<file path="config.mk">
export PLATFORM = sky130hd
export DESIGN_NAME = mtcsr_file
export DESIGN_NICKNAME = d
export VERILOG_FILES = /design/src/rtl/mtcsr_pkg.sv /design/src/rtl/mtcsr_decode.sv /design/src/rtl/mtcsr_plain_bank.sv /design/src/rtl/mtcsr_state.sv /design/src/rtl/mtcsr_intr.sv /design/src/rtl/mtcsr_file.sv
export SDC_FILE = /design/constraint.sdc
export NUM_CORES = 1
export LEC_CHECK = 0
export BUFFER_PORTS_ARGS = -buffer_cell sky130_fd_sc_hd__buf_4
export CAP_MARGIN = 10
export CORE_MARGIN = 2
export CORE_UTILIZATION = 37
export DETAILED_ROUTE_END_ITERATION = 16
export PLACE_DENSITY_LB_ADDON = 0.12
export SETUP_SLACK_MARGIN = 0.1
export SLEW_MARGIN = 30
export SYNTH_ARGS = -nofsm -noshare
export SYNTH_HDL_FRONTEND = slang
export SYNTH_SLANG_ARGS = --single-unit
</file>
<file path="constraint.sdc">
create_clock -name clk -period 25.8 [get_ports clk]
set_input_delay 7.74 -clock clk [delete_from_list [all_inputs] [get_ports clk]]
set_output_delay 7.74 -clock clk [all_outputs]
set_load 0.02 [all_outputs]
</file>
<file path="src/rtl/mtcsr_pkg.sv">
`timescale 1ns/1ps
package mtcsr_pkg;

  // Standard CSR numbers used by the decoder
  localparam logic [11:0] A_SSTATUS   = 12'h100;
  localparam logic [11:0] A_SIE       = 12'h104;
  localparam logic [11:0] A_STVEC     = 12'h105;
  localparam logic [11:0] A_SSCRATCH  = 12'h140;
  localparam logic [11:0] A_SEPC      = 12'h141;
  localparam logic [11:0] A_SCAUSE    = 12'h142;
  localparam logic [11:0] A_STVAL     = 12'h143;
  localparam logic [11:0] A_SIP       = 12'h144;
  localparam logic [11:0] A_MSTATUS   = 12'h300;
  localparam logic [11:0] A_MISA      = 12'h301;
  localparam logic [11:0] A_MEDELEG   = 12'h302;
  localparam logic [11:0] A_MIDELEG   = 12'h303;
  localparam logic [11:0] A_MIE       = 12'h304;
  localparam logic [11:0] A_MTVEC     = 12'h305;
  localparam logic [11:0] A_MSCRATCH  = 12'h340;
  localparam logic [11:0] A_MEPC      = 12'h341;
  localparam logic [11:0] A_MCAUSE    = 12'h342;
  localparam logic [11:0] A_MTVAL     = 12'h343;
  localparam logic [11:0] A_MIP       = 12'h344;
  localparam logic [11:0] A_TSEL      = 12'h7a0;
  localparam logic [11:0] A_DPC       = 12'h7b1;
  localparam logic [11:0] A_DSCRATCH  = 12'h7b2;

  // Writable masks (32-bit view, widened by users)
  localparam logic [31:0] MST_WMASK   = 32'h007F_F9AA; // status writable bits
  localparam logic [31:0] SST_MASK    = 32'h000D_E122; // supervisor status window
  localparam logic [31:0] PEND_WMASK  = 32'h0000_0022; // pending: supervisor sw+timer
  localparam logic [31:0] IRQ_DELEG   = 32'h0000_1222; // delegable interrupts
  localparam logic [31:0] IRQ_ALL     = 32'h0000_12AA; // all enable bits
  localparam logic [31:0] EXC_DELEG   = 32'h0000_B109; // delegable exceptions
  localparam logic [31:0] ISA_MOD     = 32'h0000_102D; // M A F D C
  localparam logic [31:0] SSW_BIT     = 32'h0000_0002; // supervisor software irq

  localparam int PRIV_LO = 11;
  localparam int FS_LO   = 13;
  localparam int XS_LO   = 15;
  localparam int ISA_C   = 2;
  localparam int ISA_D   = 3;
  localparam int ISA_F   = 5;

  // Decoded selects for the registers with special write rules
  typedef struct packed {
    logic mstatus;
    logic sstatus;
    logic misa;
    logic medeleg;
    logic mideleg;
    logic mie;
    logic sie;
    logic mip;
    logic sip;
    logic tsel;
  } csr_sel_t;

  // Plain word registers: table of address and bits cleared on write
  localparam int PLAIN_N = 12;

  function automatic logic [11:0] plain_addr(input int idx);
    case (idx)
      0:  plain_addr = A_MTVEC;
      1:  plain_addr = A_MSCRATCH;
      2:  plain_addr = A_MEPC;
      3:  plain_addr = A_MCAUSE;
      4:  plain_addr = A_MTVAL;
      5:  plain_addr = A_STVEC;
      6:  plain_addr = A_SSCRATCH;
      7:  plain_addr = A_SEPC;
      8:  plain_addr = A_SCAUSE;
      9:  plain_addr = A_STVAL;
      10: plain_addr = A_DPC;
      default: plain_addr = A_DSCRATCH;
    endcase
  endfunction

  function automatic logic [31:0] plain_clr(input int idx);
    case (idx)
      0:        plain_clr = 32'h2;  // machine vector: bit 1 only
      5:        plain_clr = 32'h3;  // supervisor vector: bits 1:0
      2, 7, 10: plain_clr = 32'h1;  // PCs: bit 0
      default:  plain_clr = 32'h0;
    endcase
  endfunction

endpackage

</file>
<file path="src/rtl/mtcsr_decode.sv">
`timescale 1ns/1ps
module mtcsr_decode
  import mtcsr_pkg::*;
(
  input  logic [11:0]        addr,
  output csr_sel_t           sel,
  output logic [PLAIN_N-1:0] plain_sel,
  output logic               hit
);

  always_comb begin
    sel         = '0;
    sel.mstatus = (addr == A_MSTATUS);
    sel.sstatus = (addr == A_SSTATUS);
    sel.misa    = (addr == A_MISA);
    sel.medeleg = (addr == A_MEDELEG);
    sel.mideleg = (addr == A_MIDELEG);
    sel.mie     = (addr == A_MIE);
    sel.sie     = (addr == A_SIE);
    sel.mip     = (addr == A_MIP);
    sel.sip     = (addr == A_SIP);
    sel.tsel    = (addr == A_TSEL);
  end

  for (genvar i = 0; i < PLAIN_N; i++) begin : g_plain
    assign plain_sel[i] = (addr == plain_addr(i));
  end

  assign hit = (|sel) | (|plain_sel);

endmodule

</file>
<file path="src/rtl/mtcsr_plain_bank.sv">
`timescale 1ns/1ps
module mtcsr_plain_bank
  import mtcsr_pkg::*;
#(
  parameter int XLEN = 32
) (
  input  logic                           clk,
  input  logic                           rst_n,
  input  logic                           we,
  input  logic [PLAIN_N-1:0]             wsel,
  input  logic [XLEN-1:0]                wdata,
  output logic [PLAIN_N-1:0][XLEN-1:0]   q
);

  for (genvar i = 0; i < PLAIN_N; i++) begin : g_word
    localparam logic [XLEN-1:0] CLR = XLEN'(plain_clr(i));
    logic            en;
    logic [XLEN-1:0] nxt;
    logic [XLEN-1:0] r;

    always_comb begin
      en  = we & wsel[i];
      nxt = wdata & ~CLR;   // alignment rule per entry
    end

    always_ff @(posedge clk or negedge rst_n) begin
      if (!rst_n)  r <= '0;
      else if (en) r <= nxt;
    end

    assign q[i] = r;
  end

endmodule

</file>
<file path="src/rtl/mtcsr_state.sv">
`timescale 1ns/1ps
module mtcsr_state
  import mtcsr_pkg::*;
#(
  parameter int              XLEN     = 32,
  parameter logic [XLEN-1:0] MAX_ISA  = 32'h4014_112D,
  parameter int              NUM_TRIG = 4,
  localparam int             TSEL_W   = (NUM_TRIG > 1) ? $clog2(NUM_TRIG) : 1
) (
  input  logic              clk,
  input  logic              rst_n,
  input  logic              we,
  input  csr_sel_t          sel,
  input  logic [XLEN-1:0]   wdata,
  input  logic              pc_bit1,
  output logic [XLEN-1:0]   mstatus_rd,
  output logic [XLEN-1:0]   sstatus_rd,
  output logic [XLEN-1:0]   misa_q,
  output logic [TSEL_W-1:0] tsel_q
);

  localparam logic [XLEN-1:0] MWM    = XLEN'(MST_WMASK);
  localparam logic [XLEN-1:0] SWM    = XLEN'(SST_MASK);
  localparam logic [XLEN-1:0] ISA_WM = XLEN'(ISA_MOD) & MAX_ISA;
  localparam logic [XLEN-1:0] SD_BIT = {1'b1, {(XLEN-1){1'b0}}};

  logic [XLEN-1:0]   mstatus_q, mstatus_d, st_src;
  logic              mstatus_en;
  logic              sd;
  logic [XLEN-1:0]   misa_d, isa_val;
  logic              misa_en, isa_drop;
  logic [TSEL_W-1:0] tsel_d;
  logic              tsel_en;

  // Status: the supervisor window is merged first, then the machine mask
  always_comb begin
    st_src     = sel.sstatus ? ((mstatus_q & ~SWM) | (wdata & SWM)) : wdata;
    mstatus_d  = (mstatus_q & ~MWM) | (st_src & MWM);
    if (mstatus_d[PRIV_LO+1:PRIV_LO] == 2'b10)
      mstatus_d[PRIV_LO+1:PRIV_LO] = 2'b00;   // reserved level -> user
    mstatus_en = we & (sel.mstatus | sel.sstatus);
  end

  always_ff @(posedge clk or negedge rst_n) begin
    if (!rst_n)          mstatus_q <= '0;
    else if (mstatus_en) mstatus_q <= mstatus_d;
  end

  assign sd         = (&mstatus_q[FS_LO+1:FS_LO]) | (&mstatus_q[XS_LO+1:XS_LO]);
  assign mstatus_rd = mstatus_q | (sd ? SD_BIT : '0);
  assign sstatus_rd = (mstatus_q & SWM) | (sd ? SD_BIT : '0);

  // ISA descriptor: drop on alignment hazard, D follows F
  always_comb begin
    isa_drop = ~wdata[ISA_C] & pc_bit1;
    isa_val  = wdata;
    if (!wdata[ISA_F]) isa_val[ISA_D] = 1'b0;
    misa_d   = (isa_val & ISA_WM) | (misa_q & ~ISA_WM);
    misa_en  = we & sel.misa & ~isa_drop;
  end

  always_ff @(posedge clk or negedge rst_n) begin
    if (!rst_n)       misa_q <= MAX_ISA;
    else if (misa_en) misa_q <= misa_d;
  end

  // Trigger select: only in-range indexes are kept
  always_comb begin
    tsel_d  = wdata[TSEL_W-1:0];
    tsel_en = we & sel.tsel & (wdata < XLEN'(NUM_TRIG));
  end

  always_ff @(posedge clk or negedge rst_n) begin
    if (!rst_n)       tsel_q <= '0;
    else if (tsel_en) tsel_q <= tsel_d;
  end

endmodule

</file>
<file path="src/rtl/mtcsr_intr.sv">
`timescale 1ns/1ps
module mtcsr_intr
  import mtcsr_pkg::*;
#(
  parameter int XLEN = 32
) (
  input  logic            clk,
  input  logic            rst_n,
  input  logic            we,
  input  csr_sel_t        sel,
  input  logic [XLEN-1:0] wdata,
  output logic [XLEN-1:0] mip_q,
  output logic [XLEN-1:0] mie_q,
  output logic [XLEN-1:0] mideleg_q,
  output logic [XLEN-1:0] medeleg_q
);

  localparam logic [XLEN-1:0] PW  = XLEN'(PEND_WMASK);
  localparam logic [XLEN-1:0] EW  = XLEN'(IRQ_ALL);
  localparam logic [XLEN-1:0] DW  = XLEN'(IRQ_DELEG);
  localparam logic [XLEN-1:0] XW  = XLEN'(EXC_DELEG);
  localparam logic [XLEN-1:0] SSW = XLEN'(SSW_BIT);

  logic [XLEN-1:0] mip_d, mie_d, mideleg_d, medeleg_d;
  logic [XLEN-1:0] pend_src, en_src, sip_mask;
  logic            mip_en, mie_en, mideleg_en, medeleg_en;

  always_comb begin
    // supervisor views fold into the machine word before the machine mask
    sip_mask   = SSW & mideleg_q;
    pend_src   = sel.sip ? ((mip_q & ~sip_mask) | (wdata & sip_mask)) : wdata;
    en_src     = sel.sie ? ((mie_q & ~mideleg_q) | (wdata & mideleg_q)) : wdata;
    mip_d      = (mip_q & ~PW) | (pend_src & PW);
    mie_d      = (mie_q & ~EW) | (en_src & EW);
    mideleg_d  = (mideleg_q & ~DW) | (wdata & DW);
    medeleg_d  = (medeleg_q & ~XW) | (wdata & XW);
    mip_en     = we & (sel.mip | sel.sip);
    mie_en     = we & (sel.mie | sel.sie);
    mideleg_en = we & sel.mideleg;
    medeleg_en = we & sel.medeleg;
  end

  always_ff @(posedge clk or negedge rst_n) begin
    if (!rst_n) begin
      mip_q     <= '0;
      mie_q     <= '0;
      mideleg_q <= '0;
      medeleg_q <= '0;
    end else begin
      if (mip_en)     mip_q     <= mip_d;
      if (mie_en)     mie_q     <= mie_d;
      if (mideleg_en) mideleg_q <= mideleg_d;
      if (medeleg_en) medeleg_q <= medeleg_d;
    end
  end

endmodule

</file>
<file path="src/rtl/mtcsr_file.sv">
`timescale 1ns/1ps
module mtcsr_file
  import mtcsr_pkg::*;
#(
  parameter int              XLEN     = 32,
  parameter logic [XLEN-1:0] MAX_ISA  = 32'h4014_112D,
  parameter int              NUM_TRIG = 4
) (
  input  logic            clk,
  input  logic            rst_n,
  input  logic [11:0]     csr_addr,
  input  logic            csr_we,
  input  logic [XLEN-1:0] csr_wdata,
  input  logic [XLEN-1:0] cur_pc,
  output logic [XLEN-1:0] csr_rdata,
  output logic            csr_illegal
);

  localparam int TSEL_W = (NUM_TRIG > 1) ? $clog2(NUM_TRIG) : 1;

  // reset: asynchronous assert, synchronous release
  logic [1:0] rst_pipe;
  logic       rst_ns;

  always_ff @(posedge clk or negedge rst_n) begin
    if (!rst_n) rst_pipe <= '0;
    else        rst_pipe <= {rst_pipe[0], 1'b1};
  end
  assign rst_ns = rst_pipe[1];

  csr_sel_t                       sel;
  logic [PLAIN_N-1:0]             plain_sel;
  logic                           hit;
  logic [PLAIN_N-1:0][XLEN-1:0]   plain_q;
  logic [XLEN-1:0]                mstatus_rd, sstatus_rd, misa_q;
  logic [TSEL_W-1:0]              tsel_q;
  logic [XLEN-1:0]                mip_q, mie_q, mideleg_q, medeleg_q;
  logic                           pc_unused;
  logic [XLEN-1:0]                rd_c;

  assign pc_unused = ^{cur_pc[XLEN-1:2], cur_pc[0]};

  mtcsr_decode u_dec (
    .addr      (csr_addr),
    .sel       (sel),
    .plain_sel (plain_sel),
    .hit       (hit)
  );

  mtcsr_plain_bank #(.XLEN(XLEN)) u_bank (
    .clk   (clk),
    .rst_n (rst_ns),
    .we    (csr_we),
    .wsel  (plain_sel),
    .wdata (csr_wdata),
    .q     (plain_q)
  );

  mtcsr_state #(.XLEN(XLEN), .MAX_ISA(MAX_ISA), .NUM_TRIG(NUM_TRIG)) u_state (
    .clk        (clk),
    .rst_n      (rst_ns),
    .we         (csr_we),
    .sel        (sel),
    .wdata      (csr_wdata),
    .pc_bit1    (cur_pc[1]),
    .mstatus_rd (mstatus_rd),
    .sstatus_rd (sstatus_rd),
    .misa_q     (misa_q),
    .tsel_q     (tsel_q)
  );

  mtcsr_intr #(.XLEN(XLEN)) u_intr (
    .clk       (clk),
    .rst_n     (rst_ns),
    .we        (csr_we),
    .sel       (sel),
    .wdata     (csr_wdata),
    .mip_q     (mip_q),
    .mie_q     (mie_q),
    .mideleg_q (mideleg_q),
    .medeleg_q (medeleg_q)
  );

  // read mux: selects are mutually exclusive, unmatched reads give zero
  always_comb begin
    rd_c = '0;
    for (int i = 0; i < PLAIN_N; i++) begin
      if (plain_sel[i]) rd_c = plain_q[i];
    end
    if (sel.mstatus) rd_c = mstatus_rd;
    if (sel.sstatus) rd_c = sstatus_rd;
    if (sel.misa)    rd_c = misa_q;
    if (sel.medeleg) rd_c = medeleg_q;
    if (sel.mideleg) rd_c = mideleg_q;
    if (sel.mie)     rd_c = mie_q;
    if (sel.sie)     rd_c = mie_q & mideleg_q;
    if (sel.mip)     rd_c = mip_q;
    if (sel.sip)     rd_c = mip_q & mideleg_q;
    if (sel.tsel)    rd_c = XLEN'(tsel_q);
  end

  assign csr_rdata   = rd_c;
  assign csr_illegal = ~hit;

endmodule

</file>
Word-level counts from Yosys, hierarchy flattened:

Index checks and enable logic that the tools add are counted.

* output and inout port bits: 33
* register bits after elaboration: 574
* input port bits: 79

* eq/ne operators: 23
* muxes and demuxes: 28
* reduce and logical (&&, ||, !) cells: 4
* bitwise operators: 49
* order comparisons: 1

Operator list (number)
* 32-bit two-way mux: 23
* 12-bit by 10-bit equality test with 1-bit output (second input constant): 11
* 12-bit by 9-bit equality test with 1-bit output (second input constant): 8
* 32-bit bitwise AND: 2
* 32-bit by 13-bit OR with 32-bit output: 2
* 12-bit by 11-bit equality test with 1-bit output (second input constant): 3
* 32-bit by 3-bit less-than comparator with 1-bit output (second input constant): 1
* 13-bit by 32-bit OR with 32-bit output: 1
* 20-bit by 32-bit OR with 32-bit output: 1
* 32-bit by 16-bit OR with 32-bit output: 1
* 32-bit by 23-bit OR with 32-bit output: 1
* 32-bit OR: 1
* 32-bit by 6-bit OR with 32-bit output: 1
* 13-bit bitwise AND: 2
* 23-bit two-way mux: 1
* 23-bit by 20-bit OR with 23-bit output: 1
* 1-bit bitwise AND: 22
* 13-bit two-way mux: 1
* 13-bit inverter: 1
* 13-bit OR: 1
* 12-bit OR reduction: 1
* 10-bit OR reduction: 1
* 6-bit by 2-bit bitwise AND with 6-bit output: 1
* 6-bit bitwise AND: 1
* other kinds (9): 16

Depth between registers and ports, before layout:

* depth in word-level cells: 23
* mapped depth: 11
* mapped depth without buffers: 7

Hierarchy:

From an unflattened synthesis, not the netlist that was laid out.

* cell total of the unflattened synthesis: 2237
* area total of the unflattened synthesis: 23900.4 um2

Modules (own cells, without submodules)
* mtcsr_plain_bank: sequential area each 9459.1 um2, cells each 843, area an instance 14151.1 um2, instances 1
* mtcsr_file: sequential area each 50.0 um2, cells each 1013, area an instance 6192.2 um2, instances 1
* mtcsr_state: sequential area each 606.8 um2, cells each 148, area an instance 1581.5 um2, instances 1
* mtcsr_intr: sequential area each 450.4 um2, cells each 163, area an instance 1569.0 um2, instances 1
* mtcsr_decode: sequential area each 0.0 um2, cells each 70, area an instance 406.6 um2, instances 1

Worst setup path after synthesis:

No wires, ideal clock.

* path kind: input -> output
* start: input port csr_addr[9]
* end: output port csr_illegal
* stages on the path: 8
* required time: 18.060 ns
* slack: 7.737 ns
* arrival time: 10.323 ns
* cell sequence: buf_2 or4b_1 buf_2 nor3_2 nor2_1 nor4b_1 nand2_1 a2111oi_0

* longest elaborated chain between the ends: 4
* elaborated cells on any way between the ends: 26
* those cells by class: 22 x eq/ne; 2 x bitwise; 2 x reduce/logical

Ends and longest elaborated chain
* start: declaration: RTL line mtcsr_file.sv:11 `input logic [11:0] csr_addr,`
* 12-bit by 10-bit equality test with 1-bit output (tied with other cells): RTL line mtcsr_decode.sv:26 `assign plain_sel[i] = (addr == plain_addr(i));`
* 12-bit OR reduction or 10-bit OR reduction (tied branches): RTL line mtcsr_decode.sv:29 `assign hit = (|sel) | (|plain_sel);`
* 1-bit OR (*): RTL line mtcsr_decode.sv:29
* 1-bit inverter (*): RTL line mtcsr_file.sv:103 `assign csr_illegal = ~hit;`
* end: declaration: RTL line mtcsr_file.sv:16 `output logic csr_illegal`

Mark *: on every way between the ends. The rest lies on a longest branch, timed or not.

Final worst setup path:

* start: input port csr_addr[0]
* end: output port csr_rdata[23]

* longest elaborated chain between the ends: 23
* elaborated cells on any way between the ends: 44
* those cells by class: 22 x eq/ne; 22 x mux

Ends and longest elaborated chain
* 12-bit by 10-bit equality test with 1-bit output: RTL line mtcsr_decode.sv:26
* 32-bit two-way mux (12 in a row): RTL line mtcsr_file.sv:88 `if (plain_sel[i]) rd_c = plain_q[i];`
* 32-bit two-way mux: RTL line mtcsr_file.sv:90 `if (sel.mstatus) rd_c = mstatus_rd;`
* 32-bit two-way mux: RTL line mtcsr_file.sv:91 `if (sel.sstatus) rd_c = sstatus_rd;`
* 32-bit two-way mux: RTL line mtcsr_file.sv:92 `if (sel.misa) rd_c = misa_q;`
* 32-bit two-way mux: RTL line mtcsr_file.sv:93 `if (sel.medeleg) rd_c = medeleg_q;`
* 32-bit two-way mux: RTL line mtcsr_file.sv:94 `if (sel.mideleg) rd_c = mideleg_q;`
* 32-bit two-way mux: RTL line mtcsr_file.sv:95 `if (sel.mie) rd_c = mie_q;`
* 32-bit two-way mux: RTL line mtcsr_file.sv:96 `if (sel.sie) rd_c = mie_q & mideleg_q;`
* 32-bit two-way mux: RTL line mtcsr_file.sv:97 `if (sel.mip) rd_c = mip_q;`
* 32-bit two-way mux: RTL line mtcsr_file.sv:98 `if (sel.sip) rd_c = mip_q & mideleg_q;`
* 32-bit two-way mux (*): RTL line mtcsr_file.sv:99 `if (sel.tsel) rd_c = XLEN'(tsel_q);`
* end: declaration: RTL line mtcsr_file.sv:15 `output logic [XLEN-1:0] csr_rdata,`

Marked as above.

==> reports/results.tsv <==
stage	metric	value	unit
status	status	finished clean	
floorplan	fp.dieW	235	µm
worst_setup_path	endpoint_kind	primary output	
clocking	cts_root_buffer	clkbuf_16	
routing	ant_nets	0	
routing	via_per_inst	6.06	
synthesis	ys_warn_count	0	
floorplan	die_h	235	µm
pwr	powerDensity	62.3	nW/µm²
worst_setup_path	startpoint_type	input port	
placed_design	dp_hpwl	43.2	mm
routing	drtIter0Drc	1505	
clocking	cts-htree-levels	2	
finish	drive_gt1_share	39.9	%
pwr	peakVddDrop	40.1	µV
worst_setup_path	crit_chain	buf_4, or4_1, nor4_1, nor3_1, nand2_1, nor3_1, o221ai_1, a211oi_1, buf_4	
clocking	clock_path_buffers	3	
timing	fin_crit	19.29	ns
finish	final_nets	1731	
clocking	worst_skew_pair.late_latency	0.60	ns
routing	dr_wl_met3	4.67	mm
placed_design	dpl_cell_area	21100	µm²
routing	met1Wirelength	32.1	mm
timing	timing.fmax	51.9	MHz
synthesis	synth.avg_cell_area	12.3	µm²
global_route	grt-ovfl-total	0	
worst_setup_path	cp.required	18.06	ns
clocking	post-cts-setup-buffers	0	
synthesis	synth_ff_type	dfrtp_1	
timing	slew_viol_final	0	
synthesis	synth_seq_cells	422	
synthesis	netlist_instances	1602	
routing	drc	0	
worst_setup_path	endpoint	csr_rdata[23]	
timing	rsz0062_at_grt	no	
timing	fin_setup_tns	0	ns
clocking	numCtsBuffers	49	
clocking	cts_hold_buf	0	
worst_setup_path	worstReg2RegEnd	u_bank.g_word[10].r[4]$_DFFE_PN0P_	
routing	drt_wl_total	70.4	mm
timing	period_share	74.7	%
global_route	grt_max_degree	163	
worst_setup_path	regToRegSetupSlack	23.90	ns
worst_setup_path	crit_slowest_cell	or4_1	
timing	hold_viol_final	0	
worst_setup_path	path_class	in2out	
worst_hold_path	hp-class	reg2reg	
finish	finalInstanceArea	22800	µm²
floorplan	num_rows	84	
global_route	grtUsageTotal	25.3	%
routing	drt_pass1_iterations	7	
global_route	grt_pass1_wl	103	mm
timing	holdWs	0.352	ns
timing	setup_viol	0	
timing	tightest_slew	1.08	ns
synthesis	syn-cell-area	19700	µm²
finish	syn_to_final_growth	15.8	%
clocking	cts_resized	0	
finish	n_antenna_cell	0	
worst_setup_path	crit_arrival	11.55	ns
worst_setup_path	cp_max_fo	44	
synthesis	synth-seq-area-share	53.6	%
clocking	cts.sinks	422	
worst_setup_path	critPathMaxStageDelay	0.70	ns
synthesis	ys_types	75	
flow_run	maxCapViolCount	0	
clocking	cts_tree	built	
clocking	clkTransAtPathRegs	0.05	ns
timing	skew	0.0132	ns
placed_design	dp_cells	2287	
routing	vias	14400	
worst_setup_path	r2r_start	rst_pipe[1]$_DFF_PN0_	
synthesis	syn_nets	1681	
finish	instances_no_fill	2380	
floorplan	start_util	37.4	%
global_route	grt_pass1_vias	14800	
worst_setup_path	crit_path_start	csr_addr[0]	
floorplan	ios	112	
worst_setup_path	reg2regPathDepth	2	
pwr	leakagePower	0.0112	µW
floorplan	dieArea	55100	µm²
placed_design	routabilityCongestion	0.875	
timing	max-slew-margin-rel	27.4	%
worst_hold_path	hold_path.startpoint	rst_pipe[0]$_DFF_PN0_	
routing	routedWlPerCell	29.6	µm
pwr	p_total	1420	µW
routing	top_layer	met4	
synthesis	synth_enable_flop_cells	0	
routing	wl_met2	32.0	mm
synthesis	ys_async_sr_fraction	100	%
global_route	antenna_found_initial	1	
placed_design	io_buffer_count	80	
floorplan	core_area	52700	µm²
cells in the final DEF (no fill, tap or decap), types with 6 or more instances in the layout:
master	synthesis	final
a22o_1	9	9
nor3_1	30	25
clkbuf_1	69	10
mux2_2	404	404
nor2_1	60	60
clkbuf_8	0	19
a2111oi_0	7	6
o211ai_1	21	21
a222oi_1	9	9
nand2_2	1	12
a221o_1	10	10
a211oi_1	12	12
o221ai_1	20	20
nor3_4	2	10
inv_1	7	7
a22oi_1	19	19
nor4_1	17	15
o21ai_0	59	59
a21oi_1	70	70
a31oi_1	7	7
clkinv_2	0	7
a211o_1	8	8
o22ai_1	36	36
clkbuf_16	0	51
dfrtp_1	417	416
mux2i_1	7	7
buf_4	2	127
nand2_1	85	74
nor2b_1	8	8
nand3_1	23	21
a221oi_1	27	27
routing by layer:
metal | track usage, % | up-vias
li1 | - | 6157
met2 | 39.7 | 497
met3 | 4.56 | 97
met1 | 36.2 | 7669
met5 | 0 | -
met4 | 6.39 | 0
kinds of logic after synthesis:
group	share of synthesized area, %
XOR/XNOR	0.0444
other	0.0190
flip-flops	53.6
AO/OA/AOI/OAI	12.1
AND/OR/NAND/NOR	7.55
multiplexers	23.7
buffers and inverters	3.00
sequential cells by signal, summed over array words and instances (netlist names):
signal	cells
u_bank.g_word.r	378
u_state.mstatus_q	17
u_intr.medeleg_q	6
u_intr.mie_q	6
u_state.misa_q	5
u_intr.mideleg_q	4
rst_pipe	2
u_intr.mip_q	2
u_state.tsel_q	2
layout make-up:
class / count / area, µm²
Timing Repair Buffer: 132 / 1030
Fill cell: 4878 / 29800
Multi-Input combinational cell: 1040 / 8690
Tap cell: 688 / 861
Clock inverter: 11 / 66.3
Inverter: 7 / 26.3
Sequential cell: 422 / 10600
Clock buffer: 80 / 1580
synth_stat cells, types with 10 or more instances:
library cell  number  area, µm²
a221oi_1          27        236
o21ai_0           59        295
o22ai_1           36        225
buf_1             20       75.1
a22oi_1           19        143
clkbuf_1          69        259
a211oi_1          12       90.1
o221ai_1          20        175
dfrtp_1          417      10400
nand2_1           85        319
nor2_1            60        225
nor3_1            30        150
mux2_2           404       4550
nand3_1           23        115
a21oi_1           70        350
o211ai_1          21        158
buf_2             41        205
nor4_1            17        106
a221o_1           10        100
power breakdown:
| group | leakage [µW] | total, µW | internal [µW] | switching, µW |
|---|---|---|---|---|
| registers | 0.00587 | 669 | 665 | 3.54 |
| clock network | 0.000809 | 704 | 416 | 288 |
| logic | 0.00449 | 49.6 | 12.4 | 37.2 |
| total | 0.0112 | 1420 | 1090 | 329 |
per-stage QoR:
stage	setup slack, ns	utilization [%]
2_1_floorplan	7.74	-
3_3_place_gp	6.54	40.1
3_5_place_dp	6.57	40.1
4_1_cts	6.55	43.3
5_1_grt	6.27	43.4
6_report	6.51	43.4
critical path, delay by kind of cell:
kind | cells | cell delay (ns)
AOI/OAI and AO/OA | 2 | 0.66
and+or+nand+nor | 5 | 2.41
buffers and inverters | 2 | 0.72
worst min-delay path by stage:
stage	slack, ns	depth (start not counted)	to
2_1_floorplan	0.33	0	rst_pipe[1]$_DFF_PN0_
3_3_place_gp	0.34	0	rst_pipe[1]$_DFF_PN0_
3_5_place_dp	0.34	0	rst_pipe[1]$_DFF_PN0_
4_1_cts	0.35	0	rst_pipe[1]$_DFF_PN0_
5_1_grt	0.37	0	rst_pipe[1]$_DFF_PN0_
6_report	0.35	0	rst_pipe[1]$_DFF_PN0_
No activity file was read; power rests on OpenSTA's default activity.
